$ cat src/rtl/ld_addr_gen.sv
module ld_addr_gen #(
  parameter int AW    = 32,
  parameter int LEN_W = 17,
  parameter int INC_W = 7,
  parameter int REV_W = 16
) (
  input  logic          clk,
  input  logic          rst_n,
  input  logic          in_valid,
  input  logic [2:0]    in_mode,
  input  logic          in_half,
  input  logic [AW-1:0] in_ptr,
  input  logic [AW-1:0] in_index,
  input  logic [1:0]    in_shamt,
  input  logic [AW-1:0] in_imm,
  input  logic [AW-1:0] in_mod,
  input  logic [AW-1:0] in_cstart,
  output logic          out_valid,
  output logic [AW-1:0] out_ea,
  output logic [AW-1:0] out_ptr,
  output logic          out_wb
);

  localparam logic [2:0] M_OFFS = 3'd0;
  localparam logic [2:0] M_SIDX = 3'd1;
  localparam logic [2:0] M_ASET = 3'd2;
  localparam logic [2:0] M_PIMM = 3'd3;
  localparam logic [2:0] M_PMOD = 3'd4;
  localparam logic [2:0] M_BREV = 3'd5;
  localparam logic [2:0] M_CIMM = 3'd6;
  localparam logic [2:0] M_CREG = 3'd7;

  logic [AW-1:0]    len_c, creg_inc, cinc, rel, csum, cwrap, circ_np;
  logic [REV_W-1:0] rev_lo;
  logic [AW-1:0]    ea_c, np_c;
  logic             wb_c;
  logic [2:0]       mode_q;

  assign len_c    = AW'(in_mod[LEN_W-1:0]);
  assign creg_inc = AW'(in_mod[LEN_W+INC_W-1:LEN_W]) << in_half;
  assign cinc     = (in_mode == M_CREG) ? creg_inc : in_imm;
  assign rel      = in_ptr - in_cstart;
  assign csum     = rel + cinc;
  assign cwrap    = (len_c != '0 && csum >= len_c) ? csum - len_c : csum;
  assign circ_np  = in_cstart + cwrap;

  for (genvar i = 0; i < REV_W; i++) begin : g_rev
    assign rev_lo[i] = in_ptr[REV_W-1-i];
  end

  always_comb begin
    ea_c = in_ptr;
    np_c = in_ptr;
    wb_c = 1'b1;
    case (in_mode)
      M_OFFS: begin ea_c = in_ptr + in_imm; wb_c = 1'b0; end
      M_SIDX: begin ea_c = (in_index << in_shamt) + in_imm; wb_c = 1'b0; end
      M_ASET: begin ea_c = in_imm; np_c = in_imm; end
      M_PIMM: np_c = in_ptr + in_imm;
      M_PMOD: np_c = in_ptr + in_mod;
      M_BREV: begin ea_c = {in_ptr[AW-1:REV_W], rev_lo}; np_c = in_ptr + in_mod; end
      M_CIMM, M_CREG: np_c = circ_np;
      default: wb_c = 1'b0;
    endcase
  end

  always_ff @(posedge clk) begin
    if (!rst_n) begin
      out_valid <= 1'b0;
      out_wb    <= 1'b0;
      out_ea    <= '0;
      out_ptr   <= '0;
      mode_q    <= M_OFFS;
    end else begin
      out_valid <= in_valid;
      out_wb    <= in_valid & wb_c;
      if (in_valid) begin
        out_ea  <= ea_c;
        out_ptr <= np_c;
        mode_q  <= in_mode;
      end
    end
  end

  p_wb_needs_valid_r10: assert property (@(posedge clk) disable iff (!rst_n)
    out_wb |-> out_valid);

  p_no_wb_addr_modes_r2: assert property (@(posedge clk) disable iff (!rst_n)
    out_valid && (mode_q == M_OFFS || mode_q == M_SIDX) |-> !out_wb);

  p_aset_ptr_is_ea_r4: assert property (@(posedge clk) disable iff (!rst_n)
    out_valid && mode_q == M_ASET |-> out_wb && out_ptr == out_ea);

  p_postinc_old_ptr_r5: assert property (@(posedge clk) disable iff (!rst_n)
    $past(in_valid) && out_valid && (mode_q == M_PIMM || mode_q == M_PMOD ||
      mode_q == M_CIMM || mode_q == M_CREG) |-> out_ea == $past(in_ptr));

  p_brev_upper_kept_r6: assert property (@(posedge clk) disable iff (!rst_n)
    $past(in_valid) && out_valid && mode_q == M_BREV
      |-> out_ea[AW-1:REV_W] == $past(in_ptr[AW-1:REV_W]));

  p_circ_in_window_r7: assert property (@(posedge clk) disable iff (!rst_n)
    $past(in_valid) && out_valid && mode_q == M_CIMM && $past(len_c) != '0 &&
      ($past(in_ptr) - $past(in_cstart)) < $past(len_c) && $past(in_imm) < $past(len_c)
      |-> (out_ptr - $past(in_cstart)) < $past(len_c));

  p_idle_hold_r10: assert property (@(posedge clk) disable iff (!rst_n)
    $past(rst_n) && !$past(in_valid) |-> !out_valid && $stable(out_ea) && $stable(out_ptr));

endmodule

$ cat config.mk
export PLATFORM = sky130hd
export DESIGN_NAME = ld_addr_gen
export DESIGN_NICKNAME = d
export VERILOG_FILES = /design/src/rtl/ld_addr_gen.sv
export SDC_FILE = /design/constraint.sdc
export NUM_CORES = 1
export LEC_CHECK = 0
export BUFFER_PORTS_ARGS = -buffer_cell sky130_fd_sc_hd__buf_4
export CAP_MARGIN = 25
export CORE_MARGIN = 3
export CORE_UTILIZATION = 52
export CTS_BUF_LIST = sky130_fd_sc_hd__clkbuf_4 sky130_fd_sc_hd__clkbuf_8 sky130_fd_sc_hd__clkbuf_16
export DETAILED_ROUTE_END_ITERATION = 6
export HOLD_SLACK_MARGIN = 0.05
export PLACE_DENSITY = 0.72
export REMOVE_ABC_BUFFERS = 1
export SYNTH_ARGS = -nofsm -noshare
export SYNTH_HDL_FRONTEND = slang
export SYNTH_SLANG_ARGS = --single-unit
$ cat constraint.sdc
create_clock -name clk -period 10.6 [get_ports clk]
set_input_delay 1.06 -clock clk [delete_from_list [all_inputs] [get_ports clk]]
set_output_delay 1.06 -clock clk [all_outputs]
set_load 0.1 [all_outputs]
==> summary.md <==
| Metric | Value |
|---|---|
| Skew-Pair Late Insertion Delay | ~0.34 ns |
| Syn avg cell area | 7.547 um2 |
| Largest net degree at the start of global routing | 51 |
| Area Growth Syn to Fin | 15.45% |
| Die height | 176.1 um |
| Largest area contributor in the netlist | ha_1 |
| Crit path DAT | 9.72 ns |
| Vias in the first global route | approximately 16000 |
| Status | finished, final reports clean |
| I/O Buffers | 234 |
| Buffers plus inverters on the worst setup path | 4 |
| RSZ-0062 raised after global routing | false |
| Synth top area share | 15.06% |
| Hold-fix buffers, CTS | 0 |
| Gr usage total | 36.43% |
| Worst Setup End Kind | flip-flop |
| GR Overflow Total | 0 |
| #FFs+latches synth | 66 |
| Post-synthesis sequential area ratio | 8.784% |
| Final hold viol count | 0 |
| Initial antenna violation count | 0 |
| WHS | 0.4518 ns |
| Setup Buffers After CTS | 0 |
| Crit start category | input port |
| Crit-path max cell delay | 0.52 ns |
| Slew HR | 28.86% |
| Cell count after synthesis | between 1500 and 2000 |
| Peak supply drop | 0.1488 mV |
| WL/cell | about 23 um |
| Final ANT Viol Nets | 0 |
| Core area | 0.02816 mm2 |
| Inserted Diodes | 0 |
| CP Data Required Time | 10.81 ns |
| H-tree levels | 3 |
| Die Area | 0.03100 mm2 |
| Vias per cell | 6.458 |
| Top FF cell, synth | dfxtp_1 |
| Drc violations | 0 |
| Final-report setup violation count | 0 |
| Synth area leaders | ha_1, dfxtp_1, a21oi_1 |
| Unique masters post-synth | 87 |
| PostCTS Resize Cnt | 0 |
| Clock buffer depth | 2 |
| Critical-path top delay cell | o31ai_1 |
| Nets@finish | 2567 |
| PwrDens | 196.6 mW/mm2 |
| HP Class | flip-flop to flip-flop |
| P_leak | 8.168 nW |
| Cell Rows | 61 |
| Fmax | between 0.1 and 0.15 GHz |
| Post-Route WL | 58160 um |
| CTS Buf Count | 9 |
| Placement Cell Area | 0.01708 mm2 |
| Worst slew pin tran | 1.065 ns |
| Share of layout cells above drive strength 1 | 15.60% |
| CP Max Fanout | 33 |
| Post-synth EDFFs | 0 |
| CTS tree | built |
| Total negative slack | 0 ns |
| Drt first pass iters | 6 |
| Yosys warnings | 0 |
| Via count | between 15000 and 20000 |
| Root buffer cell | clkbuf_16 |
| First-pass GRT wire length | 89160 um |
| Die X | 176.1 um |
| Num ports | around 240 |
| Design area | 0.01737 mm2 |
| Crit Path Category | input port to flip-flop |
| Max-cap violation count | 0 |
| DRT iter0 DRCs | ~1700 |
| Final period utilization | 89.65% |
| Post-Syn Area | 0.01504 mm2 |
| Asr flop ratio synth | 0% |
| Clock sinks | 66 |
| Initial Util | 53.41% |
| Routability congestion estimate | 1.030 |
| Post-DP HPWL | 47280 um |
| Max-slew violation count | 0 |
| Post-layout min period | about 9.5 ns |
| Worst Skew | 0 ns |
| Final core occ | about three fifths |
| FILL cells | 2605 |
| Reg clk slew, reported paths | approximately 0.060 ns |
| Delay-heaviest family, CP | compound AO/OA/AOI/OAI gates |
[final cells by class]
class	count	area, um2	share of cell area (%)
clock buffer	13	261.5	1.506
clock inverter	3	15.01	0.08646
inverter	160	600.6	3.458
multi-input combinational	1692	12800	73.74
sequential	66	1321	7.609
tap	378	473.0	2.724
timing repair buffer	252	1889	10.88
[state kept, by name, summed over array words and instances, names as in the netlist]
register	cells
out_ea	32
out_ptr	32
out_valid	1
out_wb	1
[final timing paths]
path	from	end	slack [ns]	depth (start not counted)
worst max-delay path	in_mode[2]	out_ptr[31]	1.10	38
worst min-delay path	out_ea[13]	out_ea[13]	0.45	2
worst max register to register	out_ptr[31]	out_ptr[31]	9.59	5
worst min register to register	out_ea[13]	out_ea[13]	0.45	2
[power by group]
group / leakage [nW] / internal, W / switching (W)
clock network: 0.144 / 0.000172 / 0.000121
logic: 7.48 / 0.00109 / 0.00171
registers: 0.547 / 0.000285 / 0.0000320
[metrics by stage]
step                setup slack (ns)  std cells  power [W]
global placement               1.170       2547   0.003042
floorplan                      1.408       1918   0.002372
finish                         1.097       2564   0.003414
CTS                            1.217       2563   0.003372
detailed placement            0.8817       2547   0.003066
global route                  0.2506       2564   0.003672
[synth_stat cells (7+ instances only)]
cell type	instances
nand2b_1	22
o21a_1	25
o21ai_0	130
xor2_1	61
and3_1	19
o211ai_1	25
a211oi_1	19
o221ai_1	11
clkbuf_1	52
dfxtp_1	66
mux2i_1	40
mux4_2	40
and2_1	11
xnor2_1	102
nor4_1	12
nor2_1	144
o21bai_1	32
a22oi_1	13
fa_1	36
o22ai_1	28
a21oi_1	209
a21o_1	82
or3_1	14
ha_1	181
nand3_1	36
buf_1	16
nand4_1	11
nor2b_1	19
a31oi_1	29
a211o_1	7
mux2_2	10
nor3_1	32
o21ai_1	15
inv_1	158
o31ai_1	9
nand2_1	165
[worst min-delay path: stages, from the launching register on]
cell and delay [ns]:
dfxtp_1 0.32, nand2_1 0.05, nand2_1 0.04
[placed cells by master, fill, tap and decap left out, types with 7 or more instances in the layout]
| cell | n |
|---|---|
| buf_4 | 251 |
| a21oi_1 | 209 |
| ha_1 | 181 |
| nand2_1 | 165 |
| inv_1 | 158 |
| nor2_1 | 144 |
| o21ai_0 | 130 |
| xnor2_1 | 102 |
| a21o_1 | 82 |
| dfxtp_1 | 66 |
| xor2_1 | 61 |
| mux2i_1 | 40 |
| mux4_2 | 40 |
| nand3_1 | 36 |
| fa_1 | 36 |
| o21bai_1 | 32 |
| nor3_1 | 32 |
| a31oi_1 | 29 |
| o22ai_1 | 28 |
| o21a_1 | 25 |
| o211ai_1 | 25 |
| nand2b_1 | 22 |
| nor2b_1 | 19 |
| a211oi_1 | 19 |
| and3_1 | 19 |
| o21ai_1 | 15 |
| or3_1 | 14 |
| a22oi_1 | 13 |
| nor4_1 | 12 |
| and2_1 | 11 |
| nand4_1 | 11 |
| o221ai_1 | 11 |
| mux2_2 | 10 |
| o31ai_1 | 9 |
| clkbuf_16 | 9 |
| a211o_1 | 7 |
[logic make-up after synthesis]
| kind of cell | Yosys count | share of synthesized area, % |
|---|---|---|
| multiplexers | 92 | 9.549 |
| adder cells (fa/ha/maj) | 217 | 19.85 |
| XOR/XNOR | 164 | 9.641 |
| flip-flops | 66 | 8.784 |
| buffers and inverters | 235 | 6.089 |
| AO/OA/AOI/OAI | 710 | 30.27 |
| AND/OR/NAND/NOR | 509 | 15.82 |
[per-layer routing]
metal,GRT usage [%],vias to the layer above,routed length [um]
li1,-,7726,-
met1,46.87,7733,23560
met2,60.66,905,26750
met3,4.946,195,4670
met4,16.66,0,3186
met5,0,-,0
Power figures use the tool's default switching activity.
